[src/rtl/muldiv_pkg.sv]
package muldiv_pkg;
   typedef enum logic [1:0] {
      ST_IDLE = 2'd0,
      ST_DEC  = 2'd1,
      ST_EXE  = 2'd2
   } seq_state_t;

   typedef enum logic {
      OP_MUL = 1'b0,
      OP_DIV = 1'b1
   } mdu_op_t;
endpackage

[src/rtl/muldiv_seq.sv]
module muldiv_seq
   import muldiv_pkg::*;
#(
   parameter int ITER    = 8,
   parameter int DEC_CYC = 2
) (
   input  logic clk,
   input  logic rst,
   input  logic start,
   output logic busy,
   output logic load,
   output logic step,
   output logic last,
   output logic done
);
   localparam int CMAX = (ITER > DEC_CYC) ? ITER : DEC_CYC;
   localparam int CW   = $clog2(CMAX + 1);

   if (ITER < 1) begin : g_bad_iter
      $error("muldiv_seq: ITER must be at least 1");
   end
   if (DEC_CYC < 1) begin : g_bad_dec
      $error("muldiv_seq: DEC_CYC must be at least 1");
   end

   seq_state_t    state_q;
   logic [CW-1:0] cnt_q;

   assign busy = (state_q != ST_IDLE);
   assign load = (state_q == ST_IDLE) && start;
   assign step = (state_q == ST_EXE);
   assign last = step && (cnt_q == CW'(ITER - 1));

   always_ff @(posedge clk) begin
      if (rst) begin
         state_q <= ST_IDLE;
         cnt_q   <= '0;
         done    <= 1'b0;
      end else begin
         done <= 1'b0;
         unique case (state_q)
            ST_IDLE: begin
               cnt_q <= '0;
               if (start) state_q <= ST_DEC;
            end
            ST_DEC: begin
               if (cnt_q == CW'(DEC_CYC - 1)) begin
                  state_q <= ST_EXE;
                  cnt_q   <= '0;
               end else begin
                  cnt_q <= cnt_q + 1'b1;
               end
            end
            ST_EXE: begin
               if (cnt_q == CW'(ITER - 1)) begin
                  state_q <= ST_IDLE;
                  cnt_q   <= '0;
                  done    <= 1'b1;
               end else begin
                  cnt_q <= cnt_q + 1'b1;
               end
            end
            default: begin
               state_q <= ST_IDLE;
               cnt_q   <= '0;
            end
         endcase
      end
   end

   p_done_single_r7: assert property (@(posedge clk) disable iff (rst)
      done |=> !done);
   p_done_after_busy_r7: assert property (@(posedge clk) disable iff (rst)
      done |-> ($past(busy) && !busy));
   p_start_ignored_r8: assert property (@(posedge clk) disable iff (rst)
      (start && step && !last) |=> (step && cnt_q == $past(cnt_q) + 1'b1));
endmodule

[src/rtl/muldiv_mul_dp.sv]
module muldiv_mul_dp #(
   parameter int W = 8
) (
   input  logic           clk,
   input  logic           rst,
   input  logic           load,
   input  logic           step,
   input  logic [W-1:0]   mcand,
   input  logic [W-1:0]   mplier,
   output logic [2*W-1:0] prod_nxt
);
   logic [W-1:0] mcand_q, ph_q, pl_q;
   logic [W:0]   sum;

   assign sum      = {1'b0, ph_q} + (pl_q[0] ? {1'b0, mcand_q} : '0);
   assign prod_nxt = {sum[W:1], sum[0], pl_q[W-1:1]};

   always_ff @(posedge clk) begin
      if (rst) begin
         mcand_q <= '0;
         ph_q    <= '0;
         pl_q    <= '0;
      end else if (load) begin
         mcand_q <= mcand;
         ph_q    <= '0;
         pl_q    <= mplier;
      end else if (step) begin
         ph_q <= sum[W:1];
         pl_q <= {sum[0], pl_q[W-1:1]};
      end
   end

   p_mcand_hold_r1: assert property (@(posedge clk) disable iff (rst)
      (!load) |=> $stable(mcand_q));
endmodule

[src/rtl/muldiv_div_dp.sv]
module muldiv_div_dp #(
   parameter int W = 8
) (
   input  logic         clk,
   input  logic         rst,
   input  logic         load,
   input  logic         step,
   input  logic [W-1:0] dvd_hi,
   input  logic [W-1:0] dvd_lo,
   input  logic [W-1:0] dvs,
   output logic [W-1:0] quo_nxt,
   output logic [W-1:0] rem_nxt,
   output logic         ovf
);
   logic [W-1:0] rem_q, qs_q, dvs_q, lo_q;
   logic         ovf_q;
   logic [W:0]   trial, diff;
   logic         ge;
   logic [W-1:0] rem_it, qs_it;

   assign trial   = {rem_q, qs_q[W-1]};
   assign ge      = (trial >= {1'b0, dvs_q});
   assign diff    = trial - {1'b0, dvs_q};
   assign rem_it  = ge ? diff[W-1:0] : trial[W-1:0];
   assign qs_it   = {qs_q[W-2:0], ge};
   assign quo_nxt = ovf_q ? '1 : qs_it;
   assign rem_nxt = ovf_q ? lo_q : rem_it;
   assign ovf     = ovf_q;

   always_ff @(posedge clk) begin
      if (rst) begin
         rem_q <= '0;
         qs_q  <= '0;
         dvs_q <= '0;
         lo_q  <= '0;
         ovf_q <= 1'b0;
      end else if (load) begin
         rem_q <= dvd_hi;
         qs_q  <= dvd_lo;
         dvs_q <= dvs;
         lo_q  <= dvd_lo;
         ovf_q <= (dvd_hi >= dvs);
      end else if (step) begin
         rem_q <= rem_it;
         qs_q  <= qs_it;
      end
   end

   p_rem_below_dvs_r4: assert property (@(posedge clk) disable iff (rst)
      (step && !ovf_q) |-> (rem_q < dvs_q));
endmodule

[src/rtl/muldiv_unit.sv]
module muldiv_unit
   import muldiv_pkg::*;
#(
   parameter int DW        = 8,
   parameter int DEC_CYC   = 2,
   parameter bit MUL_Z_LSB = 1'b1
) (
   input  logic          clk,
   input  logic          rst,
   input  logic          start,
   input  logic          op_sel,
   input  logic [DW-1:0] op_a,
   input  logic [DW-1:0] op_b,
   input  logic [DW-1:0] op_hi,
   output logic          busy,
   output logic          done,
   output logic [DW-1:0] res_hi,
   output logic [DW-1:0] res_lo,
   output logic          flag_z,
   output logic          flag_s,
   output logic          flag_c
);
   localparam int PW = 2 * DW;

   if (DW < 2) begin : g_bad_dw
      $error("muldiv_unit: DW must be at least 2");
   end

   logic          load, step, last;
   mdu_op_t       op_q;
   logic [PW-1:0] prod_nxt;
   logic [DW-1:0] quo_nxt, rem_nxt;
   logic          div_ovf, mul_z;

   muldiv_seq #(.ITER(DW), .DEC_CYC(DEC_CYC)) u_seq (
      .clk(clk), .rst(rst), .start(start), .busy(busy),
      .load(load), .step(step), .last(last), .done(done)
   );

   muldiv_mul_dp #(.W(DW)) u_mul (
      .clk(clk), .rst(rst), .load(load), .step(step),
      .mcand(op_a), .mplier(op_b), .prod_nxt(prod_nxt)
   );

   muldiv_div_dp #(.W(DW)) u_div (
      .clk(clk), .rst(rst), .load(load), .step(step),
      .dvd_hi(op_hi), .dvd_lo(op_a), .dvs(op_b),
      .quo_nxt(quo_nxt), .rem_nxt(rem_nxt), .ovf(div_ovf)
   );

   if (MUL_Z_LSB) begin : g_zlsb
      assign mul_z = ~prod_nxt[0];
      p_mul_zero_lsb_r2: assert property (@(posedge clk) disable iff (rst)
         (done && op_q == OP_MUL) |-> (flag_z == ~res_lo[0]));
   end else begin : g_zfull
      assign mul_z = ~|prod_nxt;
   end

   always_ff @(posedge clk) begin
      if (rst) begin
         op_q   <= OP_MUL;
         res_hi <= '0;
         res_lo <= '0;
         flag_z <= 1'b0;
         flag_s <= 1'b0;
         flag_c <= 1'b0;
      end else begin
         if (load) op_q <= mdu_op_t'(op_sel);
         if (last) begin
            if (op_q == OP_MUL) begin
               res_hi <= prod_nxt[PW-1:DW];
               res_lo <= prod_nxt[DW-1:0];
               flag_z <= mul_z;
               flag_s <= prod_nxt[PW-1];
               flag_c <= 1'b0;
            end else begin
               res_hi <= rem_nxt;
               res_lo <= quo_nxt;
               flag_z <= ~|quo_nxt;
               flag_s <= quo_nxt[DW-1];
               flag_c <= div_ovf;
            end
         end
      end
   end

   p_results_hold_r10: assert property (@(posedge clk) disable iff (rst)
      (!done) |-> $stable({res_hi, res_lo, flag_z, flag_s, flag_c}));
   p_ovf_saturate_r6: assert property (@(posedge clk) disable iff (rst)
      (done && op_q == OP_DIV && flag_c) |-> (res_lo == '1));
   p_mul_no_carry_r3: assert property (@(posedge clk) disable iff (rst)
      (done && op_q == OP_MUL) |-> !flag_c);
endmodule

[config.mk]
export PLATFORM = sky130hd
export DESIGN_NAME = muldiv_unit
export DESIGN_NICKNAME = d
export VERILOG_FILES = /design/src/rtl/muldiv_pkg.sv /design/src/rtl/muldiv_seq.sv /design/src/rtl/muldiv_mul_dp.sv /design/src/rtl/muldiv_div_dp.sv /design/src/rtl/muldiv_unit.sv
export SDC_FILE = /design/constraint.sdc
export NUM_CORES = 1
export LEC_CHECK = 0
export ABC_AREA = 1
export BUFFER_PORTS_ARGS = -buffer_cell sky130_fd_sc_hd__buf_2
export CORE_MARGIN = 2
export CORE_UTILIZATION = 59
export CTS_CLUSTER_SIZE = 8
export DETAILED_ROUTE_END_ITERATION = 7
export PLACE_DENSITY = 0.8
export SYNTH_ARGS = -nofsm -noshare
export SYNTH_HDL_FRONTEND = slang
export SYNTH_SLANG_ARGS = --single-unit
[constraint.sdc]
create_clock -name clk -period 2.46 [get_ports clk]
set_input_delay 0.123 -clock clk [delete_from_list [all_inputs] [get_ports clk]]
set_output_delay 0.123 -clock clk [all_outputs]
set_load 0.02 [all_outputs]
==> out/results.txt, run 1 <==
The number of failing setup endpoints in the final timing report was 0. The transition at the pin with the smallest max-transition slack was 0.522 ns; the number of standard cells after synthesis was 600. The number of global-route vias before repair was 3844; the estimated wirelength of the detail-placed design was 8660 um. The synthesized design contains 76 register bits.

The number of sinks driven by the clock tree was 76; the number of setup buffers added after CTS was 0. Setup repair after global routing left no endpoint under its margin. The reported leakage power is 2.42 nW, and the average footprint of a synthesized cell is 7.18 um^2. Dividing the detail-routed wire length by the instance count gives 15.3 um. In this run the worst setup path begins at u_div.dvs_q[3]$_SDFFE_PP0P_. The flow ran to the end, and the final reports show no timing, DRC or antenna violations.

Across the run, the number of max-cap violations was 0. The worst setup path is captured at a register. After detailed routing, the total wire length is 11500 um.

After clock tree synthesis, the flow added hold-fix buffers numbering 0. The per-cell via count in the routed design was 5.68. For this run, asynchronously set or reset flops after synthesis account for 0%. In this run the worst path has a maximum fanout of 11. Worst setup path endpoint: flag_z$_SDFFE_PP0P_.

The run gives 28 as the maximum number of pins on one net before global-route repair. The share of the synthesized area in the top cell type was 35.3%. During synthesis, Yosys emitted a total of 0 warnings. The dominant cell type by area after synthesis is sky130_fd_sc_hd__dfxtp_1.

The run gives 31 as the count of standard-cell rows. The kind of start point of the critical path is a register. The total overflow left after global routing is 0. The filler cells instantiated in the layout total 656. The later pin in the worst-skew pair is clocked with a latency of 0.37 ns. The layout cell share with drive strength beyond 1 is 15.2%, and the distinct cell type count after synthesis is 46. The path class of the tightest hold or removal check is primary input to register. Of the available clock period, the critical path in the final layout requires 90.4%. The post-layout total power is 0.00492 W. For this run, design rule violations remaining after detail routing come to 0.

In this run the cell area of the synthesized design comes to 4310 um^2. The number of max-slew violations in the final report is 0, and the number of instances on the worst hold path is 3. The die covers 8000 um^2. The run gives 18500 um as the global-route wire length before repair. Maximum count of clock buffers along a single path: 2. The number of synthesized flops with an enable pin was 0. The area occupied by multi-input gates was 2280 um^2; the fraction of the yosys area taken by sequential cells was 35.3%.

Most frequent cell after synthesis: sky130_fd_sc_hd__nand2_1. The number of cells on the worst reg-to-reg path is 10. The logs give 0 for the initial antenna violation count and 4260 for the overall via count from detail_route.

The area growth from synthesis to layout is 11.7%. Number of buffers added on ports: 48. Counting the buffers created by CTS gives 9.

The cell at the root of the clock tree is sky130_fd_sc_hd__clkbuf_8. The die boundary width came out at 89.5 um. The commonest register cell after synthesis was sky130_fd_sc_hd__dfxtp_1. The hold violation count in the final report was 0; the max-slew headroom at the worst pin was 65.1%.

The number of antenna diodes in the final layout is 0. The floorplan step defined a core boundary enclosing 7180 um^2. The startpoint identified for the worst register-to-register timing path is u_div.dvs_q[3]$_SDFFE_PP0P_. The pre-antenna-repair detailed-routing pass consisted of 7 iterations. After synthesis, the cell types taking the most area are sky130_fd_sc_hd__dfxtp_1 35%, sky130_fd_sc_hd__nand2_1 10%, sky130_fd_sc_hd__inv_1 8.8%.

The worst hold-check slack was 0.00913 ns; the overall global routing resource usage was 30.4%. The worst setup path is of the register to register kind. The final setup TNS is 0 ns. The clock skew after layout is 0.0121 ns, and the maximum operating frequency is 0.450 GHz.

For this configuration, the core starts out at a cell density of 60.1%. For the number of H-tree levels, the log shows 3. The global placement routability congestion came out at 0.968. Counting every net in the synthesized netlist gives 660.

TritonCTS built the clock tree. Once detail routing completed, the nets flagged for antenna violations numbered 0. The first routing iteration left 376 violations. The worst register-to-register path ends at flag_z$_SDFFE_PP0P_. STA puts the critical path data arrival time at 2.52 ns. Summing all flip-flop and latch instances after layout gives 1520 um^2. Total of cells resized after clock tree synthesis: 0. In this run the power density over the cells is 1020 nW/um^2. In the final design database the tool counted 706 nets. VDD sags by at most 0.000600 V. The tools report the final design instance area without fill as 4810 um^2. Sorting the synthesized cells by how often they occur yields 119 x sky130_fd_sc_hd__nand2_1, 101 x sky130_fd_sc_hd__inv_1, 76 x sky130_fd_sc_hd__dfxtp_1, 60 x sky130_fd_sc_hd__nand3_1, 42 x sky130_fd_sc_hd__a21oi_1. Clock-pin slew was measured on the worst setup and hold paths at 0.09 ns.

49 I/O pins were placed. The tools report the worst setup slack for register-to-register paths as 0.24 ns. After layout, the minimum clock period comes to 2.22 ns. The die height was 89.5 um; the endpoint required time on the critical path was 2.76 ns. In this run the cell area measured after placement is 4630 um^2.
==> worst max-delay path: stages, from the launching register on <==
cell and delay, ns:
sky130_fd_sc_hd__dfxtp_1 0.33, sky130_fd_sc_hd__inv_1 0.06, sky130_fd_sc_hd__ha_1 0.37, sky130_fd_sc_hd__nand2_1 0.14
sky130_fd_sc_hd__inv_2 0.06, sky130_fd_sc_hd__a21oi_2 0.17, sky130_fd_sc_hd__nand2_2 0.09, sky130_fd_sc_hd__nand2_4 0.12
sky130_fd_sc_hd__nand2_2 0.20, sky130_fd_sc_hd__o21ai_0 0.42, sky130_fd_sc_hd__nor3b_1 0.21
==> metrics by stage <==
stage / instances / utilization, % / worst slack [ns]
5_1_grt: 750 / 67.1 / 0.166
3_5_place_dp: 734 / 64.6 / 0.337
3_3_place_gp: 734 / 64.6 / 0.379
6_report: 750 / 67.1 / 0.237
4_1_cts: 750 / 67.1 / 0.321
2_1_floorplan: 600 / - / 0.633
==> final cells by class <==
cell class | count | area share [%]
sequential | 76 | 31.6
multi-input combinational | 395 | 47.3
clock buffer | 9 | 2.57
tap | 99 | 2.57
inverter | 107 | 8.34
timing repair buffer | 57 | 6.39
clock inverter | 7 | 1.20
==> layer usage <==
| layer | share of wire [%] | GRT usage [%] |
|---|---|---|
| met3 | 8.8 | 6.93 |
| met1 | 45 | 42.0 |
| met4 | 2.7 | 13.4 |
| met5 | 0 | 0 |
| met2 | 44 | 45.3 |
==> cell families after synthesis <==
| kind of cell | count (synthesis) | synth area share (%) |
|---|---|---|
| fa+ha+maj | 32 | 9.64 |
| flops | 76 | 35.3 |
| simple gates | 231 | 24.3 |
| buf+inv | 129 | 11.8 |
| xor+xnor | 7 | 1.42 |
| compound gates | 125 | 17.5 |
==> power by group <==
part | internal, W | switching, W | total [W]
registers | 0.00142 | 0.000149 | 0.00157
clock network | 0.000380 | 0.000530 | 0.000910
logic | 0.000791 | 0.00165 | 0.00244
==> flip-flops by register name, summed over array words and instances, names as in the netlist, 8 cells and up <==
register and cells:
res_hi 8, res_lo 8, u_div.rem_q 8, u_mul.pl_q 8, u_div.dvs_q 8, u_mul.mcand_q 8
u_div.qs_q 8, u_mul.ph_q 8
==> placed cells by master, fill, tap and decap left out, types with 4 or more instances in the layout <==
cell                       count
sky130_fd_sc_hd__nor2_1       25
sky130_fd_sc_hd__o211ai_1      8
sky130_fd_sc_hd__a21oi_1      42
sky130_fd_sc_hd__o21ai_0      35
sky130_fd_sc_hd__o221ai_1      4
sky130_fd_sc_hd__o22ai_1      12
sky130_fd_sc_hd__buf_4         9
sky130_fd_sc_hd__buf_2        48
sky130_fd_sc_hd__nand2_2       7
sky130_fd_sc_hd__inv_2         6
sky130_fd_sc_hd__nand2_1     119
sky130_fd_sc_hd__xor2_1        5
sky130_fd_sc_hd__ha_1         30
sky130_fd_sc_hd__inv_1       101
sky130_fd_sc_hd__nand4_1       7
sky130_fd_sc_hd__inv_6         4
sky130_fd_sc_hd__clkbuf_8      9
sky130_fd_sc_hd__dfxtp_1      76
sky130_fd_sc_hd__nand3_1      60
==> worst min-delay path by stage <==
stage | from | to
floorplan | op_b[7] | u_div.dvs_q[7]$_SDFFE_PP0P_
global placement | op_a[4] | u_mul.mcand_q[4]$_SDFFE_PP0P_
detailed placement | op_a[4] | u_mul.mcand_q[4]$_SDFFE_PP0P_
CTS | op_a[4] | u_mul.mcand_q[4]$_SDFFE_PP0P_
global route | op_a[7] | u_mul.mcand_q[7]$_SDFFE_PP0P_
finish | op_a[4] | u_mul.mcand_q[4]$_SDFFE_PP0P_
No activity file was read; power rests on OpenSTA's default activity.
==> run 2: changes to the inputs <==
- GPL_ROUTABILITY_DRIVEN: not set -> 0
- MAX_ROUTING_LAYER: not set -> met4
- SLEW_MARGIN: not set -> 20
==> out/results.txt, run 2 (synthesized netlist as in run 1, its figures left out) <==
The largest vdd supply drop is 0.000606 V, and the non-filler instance count after layout is 751. The endpoint required time on the critical path was 2.75 ns; the portion of the clock cycle consumed by the worst path in the final layout was 90.7%. For the antenna cell count, the log shows 0. The placed instances occupy a cell area of 4640 um^2.

The detailed router used layers up to and including met4. The maximum single-stage delay on the critical path is 0.41 ns. Wire segments on met2 add up to 5260 um in the final route. The met3 wirelength from detailed routing was 963 um. In this run the vertical extent of the chip is 89.5 um. The core region area is 7180 um^2. The clock slew seen by the registers of the worst setup and hold paths works out to 0.08 ns. The number of hold buffers added after CTS was 0. In this run the deepest clock path goes through 2 buffers. The minimum setup slack after placement was 0.313 ns. Counting tap cells, the placed design contains a total of 735 instances. Detailed placement ended at an HPWL of 8580 um. The leading cell type in the layout, fill and taps excluded was sky130_fd_sc_hd__nand2_1. The logs give 0 for the total overflow reported by the global router and 4890 um^2 for the final design instance area without fill. The tools report the initial antenna violation count as 0.

The tool flagged a number of max-cap violations equal to 0. Across every metal layer, demand over resource in global routing totals 31.9%. The critical path is of the register to register type.

The remaining antenna violation count after routing was 0. The number of H-tree levels was 3. On the final layout, the worst clock skew is 0.00871 ns.

Cell with the largest stage delay on the worst path: sky130_fd_sc_hd__o21ai_0. For this configuration, the core starts out at a cell density of 60.1%. The die covers 8000 um^2.

The run finished with clean final reports. For the worst-skew pair, the clock arrives at the later sink with an insertion delay of 0.37 ns. At the end of the flow, the number of nets in the layout was 707. Setup violations remaining at the end of the flow were counted as 0. Based on the critical path, the design can be clocked at up to 0.448 GHz. The first global-routing pass estimated 18900 um of wire.

The number of clock buffers added by TritonCTS is 9. For flop-to-flop paths, the worst setup slack is 0.23 ns. Leaving out fill and tap cells, the most frequent cells in the layout are 119 x sky130_fd_sc_hd__nand2_1, 101 x sky130_fd_sc_hd__inv_1, 76 x sky130_fd_sc_hd__dfxtp_1, 60 x sky130_fd_sc_hd__nand3_1, 48 x sky130_fd_sc_hd__buf_2.

The detailed router placed 4295 vias in this run. Once the clock tree was built, the resizer swapped 0 gates to a different size. For the worst setup path, the data arrival time is 2.52 ns. The floorplan has 31 rows. Setup slack closes at 0.228 ns. The I/O pin count was 49. After detailed routing, the average wire length per cell comes to 15.6 um.

TritonCTS built the clock tree. Traced cell by cell, the critical path runs through inv_1 > ha_1 > nand2_1 > inv_2 > a21oi_2 > nand2_2 > nand2_4 > nand2_2 > o21ai_0 > nor3b_1. Setup repair after global routing left no endpoint under its margin. The path class of the tightest hold or removal check is primary input to register. The run gives 11700 um as the aggregate routed wire length. The first routing iteration left 401 violations.

The first TritonRoute pass finished after 5 iterations. The number of global-route vias before repair was 3897; the final critical delay including setup and external delays was 2.23 ns. For this block, wires on met1 add up to 5240 um. The layout cell share with drive strength beyond 1 works out to 15.3%. Cell at the root of the clock tree: sky130_fd_sc_hd__clkbuf_8. STA classifies the critical path endpoint as a register. Measured along the x axis, the die boundary spans 89.5 um.

In this run the power density over the cells is 1070 nW/um^2. Entering global routing, the biggest net connects 25 pins. The number of sinks driven by the clock tree is 76, and the transition at the pin with the smallest max-transition slack is 0.612 ns.

In the routed layout, each cell is associated on average with a via count of 5.72. Counting stages on the worst path, the most repeated cell is sky130_fd_sc_hd__nand2_2. The maximum fanout along the worst path works out to 11. In this run the static leakage power is 2.46 nW. Post-synthesis to final-layout area growth: 13.4%. The post-detailed-route DRC marker count was 0; the final setup TNS was 0 ns.

The logs give 0 for the number of max-slew violations in the final report and 0 for the number of setup buffers added after CTS. The hold violation count in the final report is 0. STA classifies the critical path startpoint as a register. The tools report the max-slew headroom at the worst pin as 59.2%. The number of buffers added on ports is 48.
==> run 2: changes by cell type in the layout (fill, tap and decap cells not counted), sizes merged <==
cell and change:
bufinv +3, inv -3, buf +1, clkinv +1, clkinvlp -1
==> run 2: critical path: cells and delay by family (launching register included) <==
family	cells	cell delay (ns)
fa+ha+maj	1	0.36
simple gates	5	0.77
flops	1	0.31
buf+inv	2	0.13
compound gates	2	0.58
==> run 2: where the power goes <==
part	total, W	internal [W]	switching [W]	leakage (nW)
Sequential	0.00155	0.00142	0.000132	0.619
Combinational	0.00249	0.000798	0.00169	1.73
Clock	0.00119	0.000679	0.000516	0.116
==> run 2: per-layer routing <==
metal	up-vias	global-route usage, %
met2	217	47.3
met3	23	6.28
met1	1984	43.2
li1	2071	-
met5	-	-
met4	0	11.7
==> run 2: final timing paths <==
| path | from | to | cells after the start |
|---|---|---|---|
| hold reg to reg | u_seq.cnt_q[0]$_SDFF_PP0_ | u_seq.cnt_q[0]$_SDFF_PP0_ | 1 |
| setup / recovery | u_div.dvs_q[4]$_SDFFE_PP0P_ | flag_z$_SDFFE_PP0P_ | 10 |
| setup reg to reg | u_div.dvs_q[4]$_SDFFE_PP0P_ | flag_z$_SDFFE_PP0P_ | 10 |
| hold / removal | op_b[7] | u_div.dvs_q[7]$_SDFFE_PP0P_ | 3 |
==> run 2: through the flow <==
| step | hold slack [ns] | power (W) | util (%) |
|---|---|---|---|
| finish | 0.0163 | 0.00524 | 68.1 |
| global route | 0.0270 | 0.00556 | 68.1 |
| CTS | 0.0177 | 0.00518 | 68.1 |
| detailed placement | 0.385 | 0.00398 | 64.7 |
| global placement | 0.382 | 0.00390 | 64.7 |
| floorplan | 0.262 | 0.00347 | - |
==> run 2: area by class of cell <==
| class | count | area [um^2] |
|---|---|---|
| Clock buffer | 9 | 124 |
| Clock inverter | 7 | 123 |
| Fill cell | 603 | 2290 |
| Inverter | 107 | 402 |
| Multi-Input combinational cell | 395 | 2280 |
| Sequential cell | 76 | 1520 |
| Tap cell | 99 | 124 |
| Timing Repair Buffer | 58 | 315 |
==> run 3: changes to the inputs <==
- ABC_AREA: 1 -> not set
- CORE_UTILIZATION: 59 -> 58
- PLACE_DENSITY: 0.8 -> 0.79
==> out/results.txt, run 3 <==
The total standard cell area after synthesis is 4170 um^2. After synthesis, the largest family of logic cells by area is compound AO/OA/AOI/OAI gates. During I/O placement, the number of pins put on the boundary was 49. The H-tree was split into 3 levels.

Summed over its instances, the top area cell type makes up 36.5% of the synthesized netlist area. Number of failing setup endpoints in the final timing report: 0. After Yosys synthesis, full adders, half adders and majority gates account for 9.96% of the synthesized area.

Average footprint of a synthesized cell: 8.21 um^2. The critical path is of the register to register type. In this run, the number of DRC markers left after iteration 0 of detailed routing was 314. The tools report the kind of start point of the critical path as a register. Yosys attributes the largest share of cell area to sky130_fd_sc_hd__dfxtp_1 36%, sky130_fd_sc_hd__ha_1 9.0%, sky130_fd_sc_hd__a21oi_1 7.8%. For the post-detailed-route DRC marker count, the log shows 0. The final layout contains 612 nets. The clock insertion delay at the later pin of the skew report was 0.36 ns. The multiplexer fraction of the synthesized cell area works out to 7.41%.

The HPWL after detailed placement is 7960 um. Number of synthesized flops with an enable pin: 0. The signal on the critical path passes through inv_1 > ha_1 > a21o_1 > or3_4 > o32a_2 > o31ai_4 > buf_12 > mux2i_1 > o21ai_0 > o21a_1. For the overall via count from detail_route, the log shows 3781. In the routed layout, each cell is associated on average with a via count of 5.79.

TritonCTS built the clock tree. The aggregate routed wire length was 10700 um. The top cell types in the final layout, fill and taps aside, are 82 x sky130_fd_sc_hd__nand2_1, 76 x sky130_fd_sc_hd__dfxtp_1, 63 x sky130_fd_sc_hd__a21oi_1, 48 x sky130_fd_sc_hd__buf_2, 41 x sky130_fd_sc_hd__nor2_1. Worst min-delay path category: primary input to register. Subtracting the final worst setup slack from the clock period gives 2.36 ns.

The clock skew after layout is 0.00928 ns, and the count of yosys warnings during synthesis is 0. The initial antenna violation count is 0. For the number of sinks driven by the clock tree, the log shows 76. The xor/xnor cell area share of the yosys netlist was 2.73%. For this run, the leading register cell type out of synthesis is sky130_fd_sc_hd__dfxtp_1. The die boundary width came out at 88.8 um. In the global route stage, overall resource usage came out at 29.7%.

The tools report the endpoint required time on the critical path as 2.72 ns. For this run, the share of the core covered by cells in the final layout is 69.1%. The number of nets in the synthesized netlist is 568. Clock tree synthesis inserted a total of 9 buffers.

The floorplan step defined a die boundary enclosing 7890 um^2. In the final layout, the share of cells above drive strength 1 is 20.3%. The number of global-route vias before repair is 3664, and the number of synthesized register bits is 76.

Portion of the clock cycle consumed by the worst path in the final layout: 95.8%. The cell area power density is 934 nW/um^2, and the starting density of the core is 60.7%. The distinct cell type count after synthesis is 50.

The worst setup slack for register-to-register paths was 0.10 ns; the maximum number of pins on one net before global-route repair was 42. The tools report the remaining antenna violation count after routing as 0. VDD sags by at most 0.000546 V. The dominant cell type by area after synthesis is sky130_fd_sc_hd__dfxtp_1. Number of max-slew violations in the final report: 0. The post-synthesis share of cell area spent on and, or, nand and nor gates was 18.4%; the count of standard-cell rows was 30. The number of antenna diodes in the final layout is 0. The global-route wire length before repair came out at 17500 um. Sequential cells were found to cover 36.5% of the synthesized design area.

The post-synthesis to final-layout area growth came out at 13.8%. During placement, the flow inserted port buffers numbering 48. After clock tree synthesis, the clock-pin slew on the worst setup and hold paths is 0.08 ns.

Across the run, the number of max-cap violations was 0. The analysis attributes to cell leakage a power of 2.03 nW. Final hold analysis gives a worst-case slack of 0.0190 ns. The cell family contributing the most delay on the critical path is compound AO/OA/AOI/OAI gates. The worst setup path is captured at a register. Measured against its own limit, the worst slew margin works out to 52.9%. The transition at the pin with the smallest max-transition slack is 0.705 ns. For the core region area, the log shows 6870 um^2. The floorplan step set the die height to 88.8 um.

Static timing analysis puts the maximum clock frequency at 0.425 GHz. The maximum fanout along the worst path is 7. The final worst setup slack was 0.105 ns.

The average wire length per cell after detail routing was 16.4 um. Sorting the synthesized cells by how often they occur yields 82 x sky130_fd_sc_hd__nand2_1, 76 x sky130_fd_sc_hd__dfxtp_1, 65 x sky130_fd_sc_hd__a21oi_1, 41 x sky130_fd_sc_hd__nor2_1, 30 x sky130_fd_sc_hd__ha_1. Hold violation count in the final report: 0.

In this design, the stage delay of the slowest critical-path cell is 0.35 ns. The signal arrival time at the worst endpoint was 2.61 ns. Leading cell type in the layout, fill and taps excluded: sky130_fd_sc_hd__nand2_1. Synthesis produced 508 cells. Power comes to 0.00443 W. The run gives 2 as the maximum count of clock buffers along a single path. CTS placed an instance of sky130_fd_sc_hd__clkbuf_8 at the clock tree root. Summing the areas of all compound-gate instances in the mapped netlist gives 19.8% of the synthesized area. Cell with the largest stage delay on the worst path: sky130_fd_sc_hd__or3_4. Together, buffers and inverters on the worst path number 2. The total overflow reported by the global router is 0. The most common cell in the synthesized netlist is sky130_fd_sc_hd__nand2_1. Counting flops with an async set or reset pin after synthesis yields a share of 0%. Before CTS, the worst setup slack after placement is -0.150 ns. The run finished with clean final reports. The first detailed-routing pass took 5 iterations.
## run 3: changes by cell type after synthesis, moves of 14 or more
cell,change
sky130_fd_sc_hd__o21ai_0,-17
sky130_fd_sc_hd__inv_1,-75
sky130_fd_sc_hd__a21oi_1,+23
sky130_fd_sc_hd__nor2_1,+16
sky130_fd_sc_hd__nand3_1,-54
sky130_fd_sc_hd__nand2_1,-37
sky130_fd_sc_hd__mux2_2,+15
sky130_fd_sc_hd__mux2i_1,+14
## run 3: report_power, final
part           leakage [nW]  switching, W  internal (W)  total, W
sequential            0.619      0.000151       0.00139   0.00154
clock                0.0925      0.000522      0.000384  0.000906
combinational          1.32       0.00112      0.000868   0.00199
total                  2.03       0.00179       0.00264   0.00443
## run 3: worst paths after layout
kind / from / to / depth (start not counted)
max: u_div.dvs_q[6]$_SDFFE_PP0P_ / res_hi[6]$_SDFFE_PP0P_ / 10
min: op_sel / op_q$_SDFFE_PP0P_ / 3
max reg2reg: u_div.dvs_q[6]$_SDFFE_PP0P_ / res_hi[6]$_SDFFE_PP0P_ / 10
min reg2reg: res_lo[2]$_SDFFE_PP0P_ / res_lo[2]$_SDFFE_PP0P_ / 2
## run 3: kinds of logic after synthesis
logic type / count (synthesis)
and+or+nand+nor: 170
AOI/OAI and AO/OA: 133
DFF: 76
buffers and inverters: 55
adders and majority gates: 32
muxes: 29
xor gates and xnor gates: 13
## run 3: cell type report
type | instances | area [um^2]
Clock buffer | 9 | 124
Tap cell | 96 | 120
Inverter | 26 | 97.6
Multi-Input combinational cell | 377 | 2470
Timing Repair Buffer | 62 | 358
Clock inverter | 7 | 58.8
Sequential cell | 76 | 1520
Fill cell | 557 | 2120
## run 3: per-layer routing
| metal | global-route usage [%] | vias up | part of all wire, % |
|---|---|---|---|
| li1 | - | 1850 | - |
| met1 | 37.4 | 1732 | 43 |
| met2 | 47.3 | 167 | 48 |
| met3 | 6.06 | 32 | 6.6 |
| met4 | 10.5 | 0 | 3.0 |
| met5 | - | - | 0 |
## run 3: worst register-to-register path, delay by kind of cell, from the launching register on
kind                       cells  cell delay, ns
AOI/OAI and AO/OA              5            0.80
buffers and inverters          2            0.22
DFF                            1            0.33
and+or+nand+nor                1            0.35
adders and majority gates      1            0.30
muxes                          1            0.26
## run 3: timing repair
item | 4_1_cts | 5_1_grt
setup buffers | 1 | 1
setup endpoints to repair | 14 | 13
endpoints found under the hold margin | 0 | 0
pin swaps | 1 | 2
resized for setup | 0 | 9
hold buffers | 0 | 0
## run 3: metrics by stage
| step | TNS [ns] | std cells | area (um^2) |
|---|---|---|---|
| after global routing | -0.00446 | 653 | 4750 |
| final | 0 | 653 | 4750 |
| after detailed placement | -0.944 | 635 | 4510 |
| after floorplan | 0 | 508 | 4170 |
| after global placement | -0.195 | 635 | 4510 |
| after CTS | 0 | 652 | 4700 |
